$ cat src/rtl/rxr_pkg.sv
package rxr_pkg;
  typedef enum logic [2:0] {
    ST_IDLE,
    ST_DATA,
    ST_PAD,
    ST_HDR,
    ST_DROP
  } rxr_state_e;

  localparam int STAT_OK_BIT  = 0;
  localparam int STAT_GRP_BIT = 5;
  localparam int HDR_BYTES    = 4;
endpackage

$ cat src/rtl/rxr_space.sv
module rxr_space #(
  parameter int PG_W      = 8,
  parameter int PG_SHIFT  = 8,
  parameter int MAX_FRAME = 1514,
  parameter int HDR_B     = 4
) (
  input  logic [PG_W-1:0] cur,
  input  logic [PG_W-1:0] bnd,
  input  logic [PG_W-1:0] first_pg,
  input  logic [PG_W-1:0] end_pg,
  output logic            full
);
  localparam int FW = PG_W + PG_SHIFT + 1;

  function automatic logic [PG_W:0] free_pages(
    input logic [PG_W-1:0] c, input logic [PG_W-1:0] b,
    input logic [PG_W-1:0] s, input logic [PG_W-1:0] e);
    logic [PG_W:0] fp;
    if (c < b) fp = (PG_W+1)'(b) - (PG_W+1)'(c);
    else       fp = ((PG_W+1)'(e) - (PG_W+1)'(s)) - ((PG_W+1)'(c) - (PG_W+1)'(b));
    return fp;
  endfunction

  logic [FW-1:0] free_bytes;
  assign free_bytes = {free_pages(cur, bnd, first_pg, end_pg), {PG_SHIFT{1'b0}}};
  assign full = free_bytes < FW'(MAX_FRAME + HDR_B);
endmodule

$ cat src/rtl/rxr_next_pg.sv
module rxr_next_pg #(
  parameter int PG_W     = 8,
  parameter int PG_SHIFT = 8,
  parameter int LEN_W    = 16
) (
  input  logic [PG_W-1:0]  base,
  input  logic [LEN_W-1:0] total,
  input  logic [PG_W-1:0]  first_pg,
  input  logic [PG_W-1:0]  end_pg,
  output logic [PG_W-1:0]  nxt
);
  localparam int SW = LEN_W + 1;

  function automatic logic [SW-1:0] advance(
    input logic [PG_W-1:0] b, input logic [LEN_W-1:0] t,
    input logic [PG_W-1:0] s, input logic [PG_W-1:0] e);
    logic [SW-1:0] pages;
    logic [SW-1:0] sum;
    pages = (SW'(t) + SW'((1 << PG_SHIFT) - 1)) >> PG_SHIFT;
    sum   = SW'(b) + pages;
    if (sum >= SW'(e)) sum = sum - SW'(e - s);
    return sum;
  endfunction

  logic [SW-1:0] adv;
  assign adv = advance(base, total, first_pg, end_pg);
  assign nxt = adv[PG_W-1:0];
endmodule

$ cat src/rtl/rxr_addr_ctr.sv
module rxr_addr_ctr #(
  parameter int PG_W     = 8,
  parameter int PG_SHIFT = 8,
  parameter int HDR_B    = 4,
  localparam int ADDR_W  = PG_W + PG_SHIFT
) (
  input  logic              clk,
  input  logic              rst_n,
  input  logic              first,
  input  logic [PG_W-1:0]   base_pg,
  input  logic              step,
  input  logic [PG_W-1:0]   first_pg,
  input  logic [PG_W-1:0]   end_pg,
  output logic [ADDR_W-1:0] addr
);
  function automatic logic [ADDR_W-1:0] wrap_inc(
    input logic [ADDR_W-1:0] a, input logic [PG_W-1:0] s, input logic [PG_W-1:0] e);
    logic [ADDR_W-1:0] n;
    n = a + 1'b1;
    if (n == {e, {PG_SHIFT{1'b0}}}) n = {s, {PG_SHIFT{1'b0}}};
    return n;
  endfunction

  logic [ADDR_W-1:0] ctr;

  assign addr = first ? ({base_pg, {PG_SHIFT{1'b0}}} | ADDR_W'(HDR_B)) : ctr;

  always_ff @(posedge clk) begin
    if (!rst_n)    ctr <= '0;
    else if (step) ctr <= wrap_inc(addr, first_pg, end_pg);
  end
endmodule

$ cat src/rtl/rx_ring_writer.sv
module rx_ring_writer
  import rxr_pkg::*;
#(
  parameter int PG_W      = 8,
  parameter int PG_SHIFT  = 8,
  parameter int LEN_W     = 16,
  parameter int MAX_FRAME = 1514,
  parameter int MIN_FRAME = 60,
  localparam int ADDR_W   = PG_W + PG_SHIFT
) (
  input  logic              clk,
  input  logic              rst_n,
  input  logic              run,
  input  logic [PG_W-1:0]   ring_first_pg,
  input  logic [PG_W-1:0]   ring_end_pg,
  input  logic [PG_W-1:0]   host_bnd_pg,
  input  logic              cur_load,
  input  logic [PG_W-1:0]   cur_load_pg,
  input  logic              in_valid,
  input  logic              in_sof,
  input  logic              in_eof,
  input  logic [7:0]        in_byte,
  output logic              in_ready,
  output logic              ram_we,
  output logic [ADDR_W-1:0] ram_addr,
  output logic [7:0]        ram_wdata,
  output logic [PG_W-1:0]   cur_pg,
  output logic [7:0]        rx_stat,
  output logic              rx_done_flag,
  input  logic              rx_done_ack
);
  rxr_state_e        state, state_n;
  logic [LEN_W-1:0]  len, len_next, total;
  logic              grp;
  logic [PG_W-1:0]   base_pg, nxt_pg;
  logic [1:0]        hdr_idx;
  logic              ring_full;
  logic [ADDR_W-1:0] data_addr;
  logic [7:0]        stat_byte, hdr_byte;

  // named internal events
  logic accept, sof_go, take_first, drop_go, data_wr;
  logic pad_phase, hdr_phase, drop_phase, store, done_evt;

  assign in_ready   = (state == ST_IDLE) || (state == ST_DATA) || (state == ST_DROP);
  assign accept     = in_valid && in_ready;
  assign sof_go     = (state == ST_IDLE) && accept && in_sof;
  assign take_first = sof_go && run && !ring_full;
  assign drop_go    = sof_go && !(run && !ring_full);
  assign data_wr    = take_first || ((state == ST_DATA) && accept);
  assign pad_phase  = (state == ST_PAD);
  assign hdr_phase  = (state == ST_HDR);
  assign drop_phase = (state == ST_DROP);
  assign store      = data_wr || pad_phase;
  assign done_evt   = hdr_phase && (hdr_idx == 2'd3);
  assign len_next   = (state == ST_IDLE) ? LEN_W'(1) : len + 1'b1;
  assign total      = len + LEN_W'(HDR_BYTES);

  rxr_space #(.PG_W(PG_W), .PG_SHIFT(PG_SHIFT), .MAX_FRAME(MAX_FRAME), .HDR_B(HDR_BYTES)) u_space (
    .cur(cur_pg), .bnd(host_bnd_pg), .first_pg(ring_first_pg), .end_pg(ring_end_pg), .full(ring_full));

  rxr_next_pg #(.PG_W(PG_W), .PG_SHIFT(PG_SHIFT), .LEN_W(LEN_W)) u_next (
    .base(base_pg), .total(total), .first_pg(ring_first_pg), .end_pg(ring_end_pg), .nxt(nxt_pg));

  rxr_addr_ctr #(.PG_W(PG_W), .PG_SHIFT(PG_SHIFT), .HDR_B(HDR_BYTES)) u_addr (
    .clk(clk), .rst_n(rst_n), .first(take_first), .base_pg(cur_pg), .step(store),
    .first_pg(ring_first_pg), .end_pg(ring_end_pg), .addr(data_addr));

  assign stat_byte = 8'(1 << STAT_OK_BIT) | (grp ? 8'(1 << STAT_GRP_BIT) : 8'h00);

  always_comb begin
    unique case (hdr_idx)
      2'd0:    hdr_byte = stat_byte;
      2'd1:    hdr_byte = 8'(nxt_pg);
      2'd2:    hdr_byte = total[7:0];
      default: hdr_byte = 8'(total >> 8);
    endcase
  end

  always_comb begin
    state_n = state;
    unique case (state)
      ST_IDLE: begin
        if (take_first)
          state_n = in_eof ? ((len_next < LEN_W'(MIN_FRAME)) ? ST_PAD : ST_HDR) : ST_DATA;
        else if (drop_go && !in_eof)
          state_n = ST_DROP;
      end
      ST_DATA: if (accept && in_eof)
                 state_n = (len_next < LEN_W'(MIN_FRAME)) ? ST_PAD : ST_HDR;
      ST_PAD:  if (len_next >= LEN_W'(MIN_FRAME)) state_n = ST_HDR;
      ST_HDR:  if (hdr_idx == 2'd3) state_n = ST_IDLE;
      ST_DROP: if (accept && in_eof) state_n = ST_IDLE;
      default: state_n = ST_IDLE;
    endcase
  end

  always_ff @(posedge clk) begin
    if (!rst_n) begin
      state        <= ST_IDLE;
      len          <= '0;
      grp          <= 1'b0;
      base_pg      <= '0;
      hdr_idx      <= '0;
      cur_pg       <= '0;
      rx_stat      <= '0;
      rx_done_flag <= 1'b0;
      ram_we       <= 1'b0;
      ram_addr     <= '0;
      ram_wdata    <= '0;
    end else begin
      state <= state_n;
      if (store) len <= len_next;
      if (take_first) begin
        grp     <= in_byte[0];
        base_pg <= cur_pg;
      end
      hdr_idx <= hdr_phase ? hdr_idx + 1'b1 : 2'd0;

      ram_we <= store || hdr_phase;
      if (hdr_phase) begin
        ram_addr  <= {base_pg, {PG_SHIFT{1'b0}}} | ADDR_W'(hdr_idx);
        ram_wdata <= hdr_byte;
      end else if (store) begin
        ram_addr  <= data_addr;
        ram_wdata <= data_wr ? in_byte : 8'h00;
      end

      if (done_evt)      cur_pg <= nxt_pg;
      else if (cur_load) cur_pg <= cur_load_pg;
      if (done_evt) rx_stat <= stat_byte;
      if (done_evt)         rx_done_flag <= 1'b1;
      else if (rx_done_ack) rx_done_flag <= 1'b0;
    end
  end
endmodule

$ cat config.mk
export PLATFORM = sky130hd
export DESIGN_NAME = rx_ring_writer
export DESIGN_NICKNAME = d
export VERILOG_FILES = /design/src/rtl/rxr_pkg.sv /design/src/rtl/rxr_space.sv /design/src/rtl/rxr_next_pg.sv /design/src/rtl/rxr_addr_ctr.sv /design/src/rtl/rx_ring_writer.sv
export SDC_FILE = /design/constraint.sdc
export NUM_CORES = 1
export LEC_CHECK = 0
export BUFFER_PORTS_ARGS = -buffer_cell sky130_fd_sc_hd__buf_2
export CELL_PAD_IN_SITES_DETAIL_PLACEMENT = 0
export CELL_PAD_IN_SITES_GLOBAL_PLACEMENT = 1
export CORE_ASPECT_RATIO = 1.25
export CORE_MARGIN = 1.5
export CORE_UTILIZATION = 48
export CTS_CLUSTER_SIZE = 20
export DETAILED_ROUTE_END_ITERATION = 10
export PLACE_DENSITY_LB_ADDON = 0.1
export SLEW_MARGIN = 20
export SYNTH_ARGS = -nofsm -noshare
export SYNTH_HDL_FRONTEND = slang
export SYNTH_HIERARCHICAL = 1
export SYNTH_SLANG_ARGS = --single-unit
$ cat constraint.sdc
create_clock -name clk -period 10.25 [get_ports clk]
set_input_delay 1.025 -clock clk [delete_from_list [all_inputs] [get_ports clk]]
set_output_delay 1.025 -clock clk [all_outputs]
set_load 0.05 [all_outputs]
==> results.md <==
| Group | Metric | This run |
|:---|:---|:---|
| critical path | Data required time at the worst endpoint | 10.49 ns |
| power | Leakage dissipation | 0.00362 uW |
| die | Core area | 15600 um^2 |
| logic synthesis | Count of state elements after synthesis | 82 |
| timing | Fin crit share | 74.2% |
| logic synthesis | EDFF count, synth | 0 |
| clock network | Worst-Skew Late Latency | 0.35 ns |
| routing | Count of TritonRoute iterations in the first routing pass | 5 |
| timing | Worst Clk Skew | 0.00437 ns |
| power | Largest voltage drop on the vdd net | 0.0664 mV |
| routing | Total DRC errors in the routed layout | 0 |
| die | Initial Utilization | 49.1% |
| clock network | TritonCTS clock tree | done |
| layout | Area used by multi-input combinational logic | 5390 um^2 |
| logic synthesis | Leading register cell type out of synthesis | dfxtp_1 |
| clock network | Gates resized, CTS repair | 0 |
| flow run | Number of maximum-capacitance violations | 0 |
| timing | Min cycle time layout | 7.61 ns |
| timing | Final Hold Violating Endpoints | 0 |
| layout | Number of diodes added for antenna fixing | 0 |
| critical path | Worst endpoint data arrival time | 7.84 ns |
| die | Width of the die | 116 um |
| timing | # setup viols final | 0 |
| logic synthesis | Synth async-reset ratio | 0% |
| die | Ports placed on the boundary | 91 |
| logic synthesis | Mean Syn Cell Area | 7.95 um^2 |
| layout | Layout filler cell count | 1619 |
| clock network | Post CTS Setup Buffer Count | 0 |
| die | Number of rows created at floorplan | 51 |
| routing | Via count | 7125 |
| place | Area of placed instances | 8090 um^2 |
| clock network | Hold-fix buffers, CTS | 0 |
| logic synthesis | Combined area of all synthesized cells | 7650 um^2 |
| place | Number of buffer cells added on primary ports | 84 |
| worst hold path | Hold Crit Class | flop to flop |
| routing | Post-detailed-routing wire length | 23100 um |
| critical path | Kind of end point of the critical path | flop |
| clock network | Buffer depth of the longest clock path | 2 |
| layout | Count of nets after finishing | 1128 |
| logic synthesis | Unique masters post-synth | 83 |
| timing | Pins over their slew limit | 0 |
| routing | Antenna violation net count after detailed routing | 0 |
| logic synthesis | Synthesis Warnings | 6 |
| clock network | CTS H-tree depth | 3 |
| clock network | Total clock buffers created by CTS | 9 |
| grt | Maximum number of pins on one net before global-route repair | 55 |
| timing | Max-slew headroom | 31.4% |
| die | Vertical die dimension | 144 um |
| timing | Slew of the pin with the lowest slew margin | 1.03 ns |
| grt | GRT Resource Usage Total | 28.6% |
| grt | Vias in the first global route | 6653 |
| layout | Share of post-route cells with drive strength above 1 | 14.2% |
| critical path | Slack of the worst reg-to-reg path | 2.75 ns |
| place | Post-DP HPWL | 17700 um |
| grt | Antenna violations before repair | 0 |
| timing | Setup tns final | 0 ns |
| status | Run status | complete, no violations |
| clock network | Clock tree sinks | 82 |
| logic synthesis | Sequential share of the synthesized area | 21.5% |
| place | Placer Congestion | 0.958 |
| die | Die area | 16700 um^2 |
| grt | First-pass GRT wire length | 36500 um |
| layout | Layout Area Growth over Synthesis | 10.1% |
| routing | Wirelength per Cell | 18.9 um |
| logic synthesis | Syn Inst Count | 962 |
| layout | Reg area | 1640 um^2 |
| critical path | Peak fanout along the critical path | 28 |
| critical path | Type of element launching the critical path | input port |
| layout | Post-route cell area | 8420 um^2 |
| routing | Number of violations reported at the end of detailed-routing iteration 0 | 422 |
| clock network | CTS root buffer | clkbuf_16 |
| timing | Achievable frequency | 0.131 GHz |
| clock network | Clk pin slew, worst setup/hold paths | 0.06 ns |
| critical path | Critical path class | input port to flop |
| routing | Post-DR vias/cell | 5.83 |
| timing | Unrepaired setup endpoints after global routing | false |
| timing | Post-route worst hold slack | 0.453 ns |
| power | Power density of the placed cells | 123 nW/um^2 |
| grt | Overall overflow remaining after global route | 0 |
==> synthesized netlist by cell type (all sizes together), types with 15 or more instances <==
cell type,instances,share of area [%]
nand3,28,1.9
nor4,15,1.8
nor3,24,1.6
dfxtp,82,21
xor2,21,2.4
fa,25,6.5
clkbuf,30,1.5
a21oi,82,5.4
xnor2,39,4.5
nor2b,17,1.4
nand2b,15,1.2
ha,47,7.7
a211oi,23,2.5
nand2,94,4.6
nor2,71,3.5
buf,30,2.7
mux2i,20,2.6
o21ai,38,2.5
inv,88,4.3
==> sequential cells by signal, indices dropped and copies added, names as in the netlist <==
register	flops
cur_pg	8
base_pg	8
rx_stat	2
hdr_idx	2
ram_wdata	8
rx_done_flag	1
ram_addr	16
u_addr/ctr	16
len	16
ram_we	1
state	3
grp	1
==> metal layers <==
metal / routed length [um] / global-route usage (%)
met5: 0 / 0
met4: 604 / 11.0
met3: 1200 / 2.89
met2: 11100 / 48.4
met1: 10200 / 37.3
==> placed cells by master, fill, tap and decap left out, types with 5 or more instances in the layout <==
cell       instances
buf_2             84
mux2_4             8
nor3_1            23
fa_1              25
nand2_1           94
nor2b_1           17
a211oi_1          20
mux2i_1           20
nor4_1            11
o221a_1            8
xnor2_1           39
a311oi_1          11
nand3b_1           7
nor2_1            71
a21boi_0           5
nand4_1           10
inv_1             87
a31oi_1           11
o21ai_0           35
a21o_1             7
and3_1             6
nand2b_1          15
buf_4              6
a221oi_1           6
dfxtp_1           82
a31o_2             9
ha_1              47
nand3_1           27
o21a_1            10
clkbuf_16          9
o21bai_1           5
a21oi_1           80
xor2_1            21
a22oi_1            6
conb_1             6
==> path summary, 6_finish.rpt <==
kind	from	end	depth (start not counted)
worst min-delay path	ram_addr[5]	ram_addr[5]	2
worst min register to register	ram_addr[5]	ram_addr[5]	2
worst max-delay path	ring_first_pg[0]	u_addr/ctr[12]	24
worst max register to register	cur_pg[0]	u_addr/ctr[12]	23
==> cell type report <==
cell class | instances | area share, %
Clock inverter | 2 | 0.713
Tap cell | 212 | 3.15
Timing Repair Buffer | 90 | 5.53
Sequential cell | 82 | 19.5
Inverter | 89 | 3.97
Clock buffer | 12 | 3.16
Multi-Input combinational cell | 736 | 64.0
==> power by group <==
part | switching, uW | internal [uW]
Combinational | 199 | 126
Sequential | 16.4 | 330
Clock | 134 | 231
Total | 349 | 687
==> cells by family (layout without fill, tap and decap cells) <==
logic type               after synthesis  after routing  synth area share (%)
flip-flops                            82             82                  21.5
multiplexers                          29             29                  4.34
XOR/XNOR                              64             64                  8.05
other                                  1              6                0.0490
buffers and inverters                149            193                  8.51
AO/OA/AOI/OAI                        250            250                  22.3
adder cells (fa/ha/maj)               72             72                  14.2
AND/OR/NAND/NOR                      315            315                  21.1
==> worst max-delay path, stage by stage <==
cell and delay [ns]:
buf_2 0.12, inv_1 0.06, fa_1 0.47, inv_1 0.05, fa_1 0.43, nand2b_1 0.20, fa_1 0.39, nand2b_1 0.19
a211oi_1 0.25, a211o_1 0.14, a21oi_1 0.07, xnor2_1 0.13, a31o_1 0.24, nand2b_1 0.18, nor2_1 0.21, nand2_1 0.28
inv_1 0.67, buf_4 0.37, mux2i_1 0.58, a211oi_1 0.11, or4_4 0.55, nor4_4 0.69, a21oi_1 0.18, o221a_1 0.26
==> per-stage QoR <==
stage | cells | worst slack (ns) | utilization, % | power, uW
floorplan | 967 | 3.12 | - | 595
global placement | 1209 | 2.47 | 51.9 | 674
detailed placement | 1209 | 2.22 | 51.9 | 674
CTS | 1223 | 2.60 | 54.0 | 1040
global route | 1223 | 2.08 | 54.1 | 1090
finish | 1223 | 2.64 | 54.1 | 1040
No activity file was read; power rests on OpenSTA's default activity.
